$ cat src/rtl/xbar_pkg.sv
// Package: shared types and helpers for the per-pin crossbar.
// Assumes at most 128 IOs, because the selector is 7 bits wide.
package xbar_pkg;
    localparam int XB_SEL_W  = 7;
    localparam int XB_MAX_IO = 1 << XB_SEL_W;

    typedef logic [XB_MAX_IO-1:0] xb_mask_t;

    // One configuration byte: GPIO override flag plus source selector.
    typedef struct packed {
        logic                gpio_mode;
        logic [XB_SEL_W-1:0] sel;
    } xb_cfg_t;

    localparam xb_cfg_t XB_CFG_RESET = '{gpio_mode: 1'b1, sel: '0};

    // Builds a mask with bits lo..hi (inclusive) set.
    function automatic xb_mask_t xb_span(input int lo, input int hi);
        xb_mask_t m;
        m = '0;
        for (int k = 0; k < XB_MAX_IO; k++) begin
            if (k >= lo && k <= hi) m[k] = 1'b1;
        end
        return m;
    endfunction
endpackage

$ cat src/rtl/xbar_cfg_bank.sv
// Module: configuration byte bank, one byte per IO, in the window BASE..BASE+NUM_IO-1.
// Assumes BASE + NUM_IO fits in ADDR_W bits. Selector bits are masked at write
// time on pins that have no routing support.
module xbar_cfg_bank
    import xbar_pkg::*;
#(
    parameter int       NUM_IO     = 81,
    parameter int       ADDR_W     = 8,
    parameter int       BASE       = 128,
    parameter xb_mask_t ROUTE_MASK = '0
) (
    input  logic                       clk,
    input  logic                       rst_n,
    input  logic                       we,
    input  logic [ADDR_W-1:0]          addr,
    input  logic [7:0]                 wdata,
    output logic [7:0]                 rdata,
    output xb_cfg_t [NUM_IO-1:0]       cfg_q
);
    localparam int IDX_W = $clog2(NUM_IO);
    localparam int LAST  = BASE + NUM_IO - 1;

    logic             hit;
    logic [IDX_W-1:0] idx;
    logic [NUM_IO-1:0] gpio_vec;

    // Decode whether the address falls in the window, and which byte it picks.
    always_comb begin
        hit = (int'(addr) >= BASE) && (int'(addr) <= LAST);
        idx = IDX_W'(addr - ADDR_W'(BASE));
    end

    for (genvar i = 0; i < NUM_IO; i++) begin : g_byte
        // Store the byte for IO i on a matching write; reset to GPIO mode.
        always_ff @(posedge clk) begin
            if (!rst_n) begin
                cfg_q[i] <= XB_CFG_RESET;
            end else if (we && hit && (idx == IDX_W'(i))) begin
                cfg_q[i].gpio_mode <= wdata[7];
                cfg_q[i].sel       <= ROUTE_MASK[i] ? wdata[6:0] : '0;
            end
        end
        assign gpio_vec[i] = cfg_q[i].gpio_mode;
    end

    // Return the addressed byte, or 0 outside the window.
    always_comb begin
        rdata = hit ? cfg_q[idx] : 8'h00;
    end

    // reset leaves every pin in GPIO mode.
    a_r1_reset_gpio: assert property (@(posedge clk) !rst_n |=> (&gpio_vec));

    // a write's top bit is visible on the next cycle's readback at the same address.
    a_r2_readback: assert property (@(posedge clk) disable iff (!rst_n)
        (we && hit) |=> ((addr != $past(addr)) || (rdata[7] == $past(wdata[7]))));
endmodule

$ cat src/rtl/xbar_src_select.sv
// Module: per-pin source multiplexer. Each pin picks one pad input by selector.
// Assumes the selector may exceed NUM_IO; such values yield 0.
module xbar_src_select
    import xbar_pkg::*;
#(
    parameter int NUM_IO = 81
) (
    input  logic                 clk,
    input  logic                 rst_n,
    input  logic [NUM_IO-1:0]    src_vec,
    input  xb_cfg_t [NUM_IO-1:0] cfg_q,
    output logic [NUM_IO-1:0]    routed
);
    for (genvar i = 0; i < NUM_IO; i++) begin : g_mux
        logic in_range;

        // Pick the source bit, forcing 0 for unimplemented IO numbers.
        always_comb begin
            in_range  = int'(cfg_q[i].sel) < NUM_IO;
            routed[i] = in_range ? src_vec[cfg_q[i].sel] : 1'b0;
        end

        // an out-of-range selector drives 0.
        a_r6_unimpl_zero: assert property (@(posedge clk) disable iff (!rst_n)
            (int'(cfg_q[i].sel) >= NUM_IO) |-> !routed[i]);
    end
endmodule

$ cat src/rtl/xbar_pad_merge.sv
// Module: final pad drive. Chooses between GPIO and routed data per pin and
// applies direction locks to the output enable.
// Assumes the lock masks are fixed at elaboration.
module xbar_pad_merge
    import xbar_pkg::*;
#(
    parameter int       NUM_IO     = 81,
    parameter xb_mask_t ROUTE_MASK = '0,
    parameter xb_mask_t LOCK_MASK  = '0,
    parameter xb_mask_t LOCK_OE    = '0
) (
    input  logic                 clk,
    input  logic                 rst_n,
    input  xb_cfg_t [NUM_IO-1:0] cfg_q,
    input  logic [NUM_IO-1:0]    routed,
    input  logic [NUM_IO-1:0]    gpio_do,
    input  logic [NUM_IO-1:0]    gpio_oe,
    output logic [NUM_IO-1:0]    pad_do,
    output logic [NUM_IO-1:0]    pad_oe
);
    for (genvar i = 0; i < NUM_IO; i++) begin : g_pin
        logic xbar_on;

        if (ROUTE_MASK[i]) begin : g_rt
            assign xbar_on = !cfg_q[i].gpio_mode;
        end else begin : g_fixed
            assign xbar_on = 1'b0;
        end

        // Select the data source for the pin.
        always_comb begin
            pad_do[i] = xbar_on ? routed[i] : gpio_do[i];
        end

        if (LOCK_MASK[i]) begin : g_lock
            // Hold the fixed direction.
            always_comb begin
                pad_oe[i] = LOCK_OE[i];
            end
        end else begin : g_free
            // Force the enable on when routed; otherwise follow GPIO.
            always_comb begin
                pad_oe[i] = xbar_on | gpio_oe[i];
            end
            // an unlocked routable pin in crossbar mode always drives.
            if (ROUTE_MASK[i]) begin : g_chk
                a_r5_xbar_oe: assert property (@(posedge clk) disable iff (!rst_n)
                    !cfg_q[i].gpio_mode |-> pad_oe[i]);
            end
        end
    end
endmodule

$ cat src/rtl/sig_crossbar.sv
// Module: top of the per-pin output crossbar. Holds the config bank, the
// source multiplexer and the pad merge stage.
// Assumes NUM_IO is between 2 and 128 and that BASE + NUM_IO fits in ADDR_W bits.
module sig_crossbar
    import xbar_pkg::*;
#(
    parameter int       NUM_IO     = 81,
    parameter int       ADDR_W     = 8,
    parameter int       BASE       = 128,
    parameter xb_mask_t ROUTE_MASK = xb_span(1, 20) | xb_span(32, 80),
    parameter xb_mask_t LOCK_MASK  = xb_span(1, 8) | xb_span(11, 80),
    parameter xb_mask_t LOCK_OE    = xb_span(11, 20) | xb_span(22, 78)
) (
    input  logic              clk,
    input  logic              rst_n,
    input  logic              cfg_we,
    input  logic [ADDR_W-1:0] cfg_addr,
    input  logic [7:0]        cfg_wdata,
    output logic [7:0]        cfg_rdata,
    input  logic [NUM_IO-1:0] pad_in,
    input  logic [NUM_IO-1:0] gpio_do,
    input  logic [NUM_IO-1:0] gpio_oe,
    output logic [NUM_IO-1:0] pad_do,
    output logic [NUM_IO-1:0] pad_oe
);
    localparam logic [NUM_IO-1:0] LOCKED  = LOCK_MASK[NUM_IO-1:0];
    localparam logic [NUM_IO-1:0] LOCKVAL = LOCK_OE[NUM_IO-1:0] & LOCK_MASK[NUM_IO-1:0];

    xb_cfg_t [NUM_IO-1:0] cfg_q;
    logic    [NUM_IO-1:0] routed;

    xbar_cfg_bank #(
        .NUM_IO(NUM_IO), .ADDR_W(ADDR_W), .BASE(BASE), .ROUTE_MASK(ROUTE_MASK)
    ) u_bank (
        .clk(clk), .rst_n(rst_n), .we(cfg_we), .addr(cfg_addr),
        .wdata(cfg_wdata), .rdata(cfg_rdata), .cfg_q(cfg_q)
    );

    xbar_src_select #(.NUM_IO(NUM_IO)) u_sel (
        .clk(clk), .rst_n(rst_n), .src_vec(pad_in), .cfg_q(cfg_q), .routed(routed)
    );

    xbar_pad_merge #(
        .NUM_IO(NUM_IO), .ROUTE_MASK(ROUTE_MASK), .LOCK_MASK(LOCK_MASK), .LOCK_OE(LOCK_OE)
    ) u_merge (
        .clk(clk), .rst_n(rst_n), .cfg_q(cfg_q), .routed(routed),
        .gpio_do(gpio_do), .gpio_oe(gpio_oe), .pad_do(pad_do), .pad_oe(pad_oe)
    );

    // locked pins hold their fixed enable whatever the inputs are.
    a_r7_locked_oe: assert property (@(posedge clk) disable iff (!rst_n)
        (pad_oe & LOCKED) == LOCKVAL);
endmodule

$ cat config.mk
export PLATFORM = sky130hd
export DESIGN_NAME = sig_crossbar
export DESIGN_NICKNAME = d
export VERILOG_FILES = /design/src/rtl/xbar_pkg.sv /design/src/rtl/xbar_cfg_bank.sv /design/src/rtl/xbar_src_select.sv /design/src/rtl/xbar_pad_merge.sv /design/src/rtl/sig_crossbar.sv
export SDC_FILE = /design/constraint.sdc
export NUM_CORES = 2
export LEC_CHECK = 0
export BUFFER_PORTS_ARGS = -buffer_cell sky130_fd_sc_hd__buf_4
export CORE_MARGIN = 1.5
export CORE_UTILIZATION = 25
export CTS_BUF_LIST = sky130_fd_sc_hd__clkbuf_8
export DETAILED_ROUTE_END_ITERATION = 8
export SYNTH_ARGS = -nofsm -noshare
export SYNTH_HDL_FRONTEND = slang
export SYNTH_SLANG_ARGS = --single-unit
$ cat constraint.sdc
create_clock -name clk -period 3.05 [get_ports clk]
set_input_delay 0.4575 -clock clk [delete_from_list [all_inputs] [get_ports clk]]
set_output_delay 0.4575 -clock clk [all_outputs]
set_load 0.05 [all_outputs]
==> metrics list <==
- Number of sinks handled by clock tree synthesis: 564
* Row count: 206
* Setup Crit Path Kind: flop to output pin
- Number of synthesis warnings: 0
* Area Growth Syn to Fin: 26.90%
- Topmost layer with routed signal wires: met5
* Most common flop cell mapped by yosys: sky130_fd_sc_hd__dfxtp_1
- Number of buffers on the longest clock path: 3
- Worst slew slack as a fraction of its limit: 0.3126
- The routed design uses approximately 180000 um of met2 wire.
- Along the worst path, the maximum fanout reaches 5.
* Remaining design rule violation count: 0
- The detailed router put a total of 137800 um of wire on met1.
- 432 I/O pins were placed.
- Transition time of the tightest slew-check pin: 1031 ps
- At the worst endpoint, the arrival time is 3660 ps.
* Wire length of the first global-routing pass: 602000 um
- Setup repair after global routing could not meet its margin everywhere.
- After synthesis, the mean cell area works out to ~12 um^2.
- The register with the most flip-flops in the final layout is u_bank.cfg_q.
- Clock tree synthesis selected as its root buffer the cell sky130_fd_sc_hd__clkbuf_8.
- Status: finished with violations
- The number of max-slew violations in the final report is 0.
* Insertion delay to the later sink of the worst-skew pair: 1040 ps
- The largest registers in the layout are u_bank.cfg_q: 564 flops.
- Setup slack on the worst reg-to-reg path comes out at ~1700 ps.
- Library cells used by synthesis: 64
* Via count normalized by instance count: 6.755
* Global router's overall resource usage: 0.2660
- Summed over all layers, the global routing overflow is 0.
- Reported leakage power: 0.03215 uW
- TritonCTS clock tree: done
- Routed wire length per instance: roughly 38 um
- Asr flop ratio synth: 0
- Synthesis produced a netlist whose cell count is between 6000 and 7000.
- The total area inside the core boundary comes to 0.3145 mm^2.
- With fillers left out, the area of the finished cells amounts to 0.1002 mm^2.
- Yosys mapped a number of flops with a built-in enable equal to 0.
- Number of antenna violations at the first check in global routing: 56
* Horizontal die dimension: 564.9 um
* Met3 WL post-DR: about 73000 um
- Routability-driven placement finished with a final weighted congestion of 1.029.
- The final layout contains routed wiring with a total length of ~440000 um.
* Total power density per cell area: 240.9 mW/mm^2
* # setup viols final: 77
* Overall die height: 564.9 um
- Endpoint class of the critical path: output pin
- For this run, the share of the core covered by cells in the final layout is 0.3186.
- Port-buffer cells: 249
* Pre-CTS setup slack: -685.8 ps
* H-tree levels: 3
* Dpl hpwl: 292900 um
- Maximum number of pins on one net before global-route repair: 116
* Fill cells: approximately 31000
* Post-route ant nets: 0
* DRC violation total after the first TritonRoute iteration: roughly 13000
* Number of buffers created by CTS: 114
- The floorplan step defined a die boundary enclosing 0.3192 mm^2.
- IR Drop Worst-Case VDD: about 0.39 mV
* Cell accounting for the most synthesized area: sky130_fd_sc_hd__mux4_2
* Most frequent cell after synthesis: sky130_fd_sc_hd__mux4_2
- Vias: 77320
- Violations in the final reports: negative setup slack
- Setup ws final: -1065 ps
- In this run the cell area of the synthesized design comes to 0.07894 mm^2.
* Share of post-route cells with drive strength above 1: 0.5408
- At the worst endpoint, the required time is 2590 ps.
* Final count of hold timing violations: 0
* Post-synthesis sequential area ratio: 0.1430
- Leading post-synthesis cells by cell area: sky130_fd_sc_hd__mux4_2 (35%), sky130_fd_sc_hd__mux4_1 (18%), sky130_fd_sc_hd__dfxtp_1 (14%)
- On the final layout, the worst clock skew is 0 ps.
* Highest attainable clock frequency: 243.0 MHz
- The worst setup path is launched from a flop.
- The via count of the first global-routing pass was between 70000 and 80000.
- Number of iterations in the first detailed-routing pass: 8
- Min Clock Period, post-route: 4115 ps
- By count the netlist is led by sky130_fd_sc_hd__mux4_2 (1232), sky130_fd_sc_hd__clkbuf_1 (969), sky130_fd_sc_hd__dfxtp_1 (564), sky130_fd_sc_hd__mux4_1 (526), sky130_fd_sc_hd__nand2_1 (500).
* Clock-pin slew on the worst setup and hold paths: 70 ps
- Cell Area, Placed: 0.09194 mm^2
- The path class of the tightest hold or removal check is input port to flop.
- The register with the most flip-flops in the layout has between 500 and 600 of them.
- Fraction of post-synthesis cell area in the top cell type by area: 0.3515
- The initial utilization of the core area, before any placement, comes to 0.2511.
- Across the run, the number of max-cap violations was 0.
- Dividing the final minimum period by the clock period gives 1.349.
- Final #Nets: 7421
- In this run, synthesis produced a sequential element count of 564.
[layout make-up]
type                       count  area (um^2)  share of cell area
multi-input combinational   4764        60920              0.6081
tap                         4160         5205             0.05196
sequential                   564        11690              0.1167
clock inverter                63        536.8            0.005358
timing repair buffer        1660        19570              0.1954
clock buffer                 142         1954             0.01951
antenna                       38        95.09           0.0009492
inverter                      55        209.0            0.002086
[timing repair]
| item | in CTS | in global routing |
|---|---|---|
| resized for setup | 948 | 340 |
| buffers inserted | 152 | 44 |
| endpoints found under the setup margin | 77 | 77 |
| hold buffers | 10 | 0 |
| cloned | 99 | 8 |
| endpoints found under the hold margin | 91 | 0 |
| pin swaps | 115 | 80 |
[path summary, 6_finish.rpt]
| check | startpoint | endpoint | cells after the start |
|---|---|---|---|
| worst min-delay path | cfg_addr[7] | u_bank.cfg_q[647]$_SDFFE_PN1P_ | 4 |
| worst max-delay path | u_bank.cfg_q[336]$_SDFFE_PN0P_ | pad_do[42] | 7 |
| worst max register to register | u_bank.cfg_q[602]$_SDFFE_PN0P_ | u_bank.cfg_q[602]$_SDFFE_PN0P_ | 3 |
| worst min register to register | u_bank.cfg_q[113]$_SDFFE_PN0P_ | u_bank.cfg_q[113]$_SDFFE_PN0P_ | 2 |
[kinds of logic after synthesis]
family | share of synthesized area
other cells | 0.00009513
mux | 0.5903
compound gates | 0.09327
buf+inv | 0.09315
flops | 0.1430
simple gates | 0.08020
[placed cells by master (no fill, tap or decap), types with 24 or more instances in the layout]
cell type	count
sky130_fd_sc_hd__mux4_2	1539
sky130_fd_sc_hd__buf_4	1043
sky130_fd_sc_hd__nand2_1	491
sky130_fd_sc_hd__dfxtp_1	405
sky130_fd_sc_hd__mux2i_1	386
sky130_fd_sc_hd__buf_12	383
sky130_fd_sc_hd__o21ai_0	314
sky130_fd_sc_hd__a21boi_0	286
sky130_fd_sc_hd__nor2b_1	231
sky130_fd_sc_hd__mux4_1	219
sky130_fd_sc_hd__nor2_1	182
sky130_fd_sc_hd__nand3_1	178
sky130_fd_sc_hd__clkbuf_8	142
sky130_fd_sc_hd__buf_6	103
sky130_fd_sc_hd__dfxtp_4	80
sky130_fd_sc_hd__dfxtp_2	79
sky130_fd_sc_hd__conb_1	78
sky130_fd_sc_hd__o21ai_1	69
sky130_fd_sc_hd__nor4_1	69
sky130_fd_sc_hd__o22ai_1	67
sky130_fd_sc_hd__buf_16	65
sky130_fd_sc_hd__inv_1	58
sky130_fd_sc_hd__mux2_2	54
sky130_fd_sc_hd__mux2i_2	44
sky130_fd_sc_hd__buf_8	42
sky130_fd_sc_hd__a211oi_2	41
sky130_fd_sc_hd__a32o_1	39
sky130_fd_sc_hd__diode_2	38
sky130_fd_sc_hd__nand2b_1	38
sky130_fd_sc_hd__a21oi_1	35
sky130_fd_sc_hd__a21o_1	35
sky130_fd_sc_hd__o21ai_2	33
sky130_fd_sc_hd__a21boi_1	30
sky130_fd_sc_hd__a21oi_2	26
sky130_fd_sc_hd__inv_2	24
[stage by stage]
stage	std cells	hold WS (ps)	total power (uW)	TNS (ps)
after global routing	11420	63.06	24380	-70000
after floorplan	6799	436.4	11220	0
after detailed placement	10930	483.5	14510	-29260
after global placement	10930	450.9	14400	-28610
final	11450	42.01	24130	-67260
after CTS	11390	3.414	23620	-68250
[power by group]
group / internal (uW) / total [uW] / switching (uW)
registers: 7300 / 7320 / 15.3
clock network: 4820 / 9080 / 4260
logic: 3060 / 7730 / 4660
[worst max-delay path: stages (launching register included)]
cell and delay, ps:
sky130_fd_sc_hd__dfxtp_4 410, sky130_fd_sc_hd__buf_12 130, sky130_fd_sc_hd__buf_16 120, sky130_fd_sc_hd__mux4_2 490, sky130_fd_sc_hd__mux4_2 460, sky130_fd_sc_hd__mux4_2 590, sky130_fd_sc_hd__a21o_1 220, sky130_fd_sc_hd__buf_6 150
[metal layers]
metal / vias to the layer above / GRT usage
met3: 2541 / 0.1330
met2: 8421 / 0.3801
met1: 38550 / 0.2960
met4: 45 / 0.2175
met5: - / 0.007738
li1: 27760 / -
Note: power is estimated with default switching activity, not from simulation.
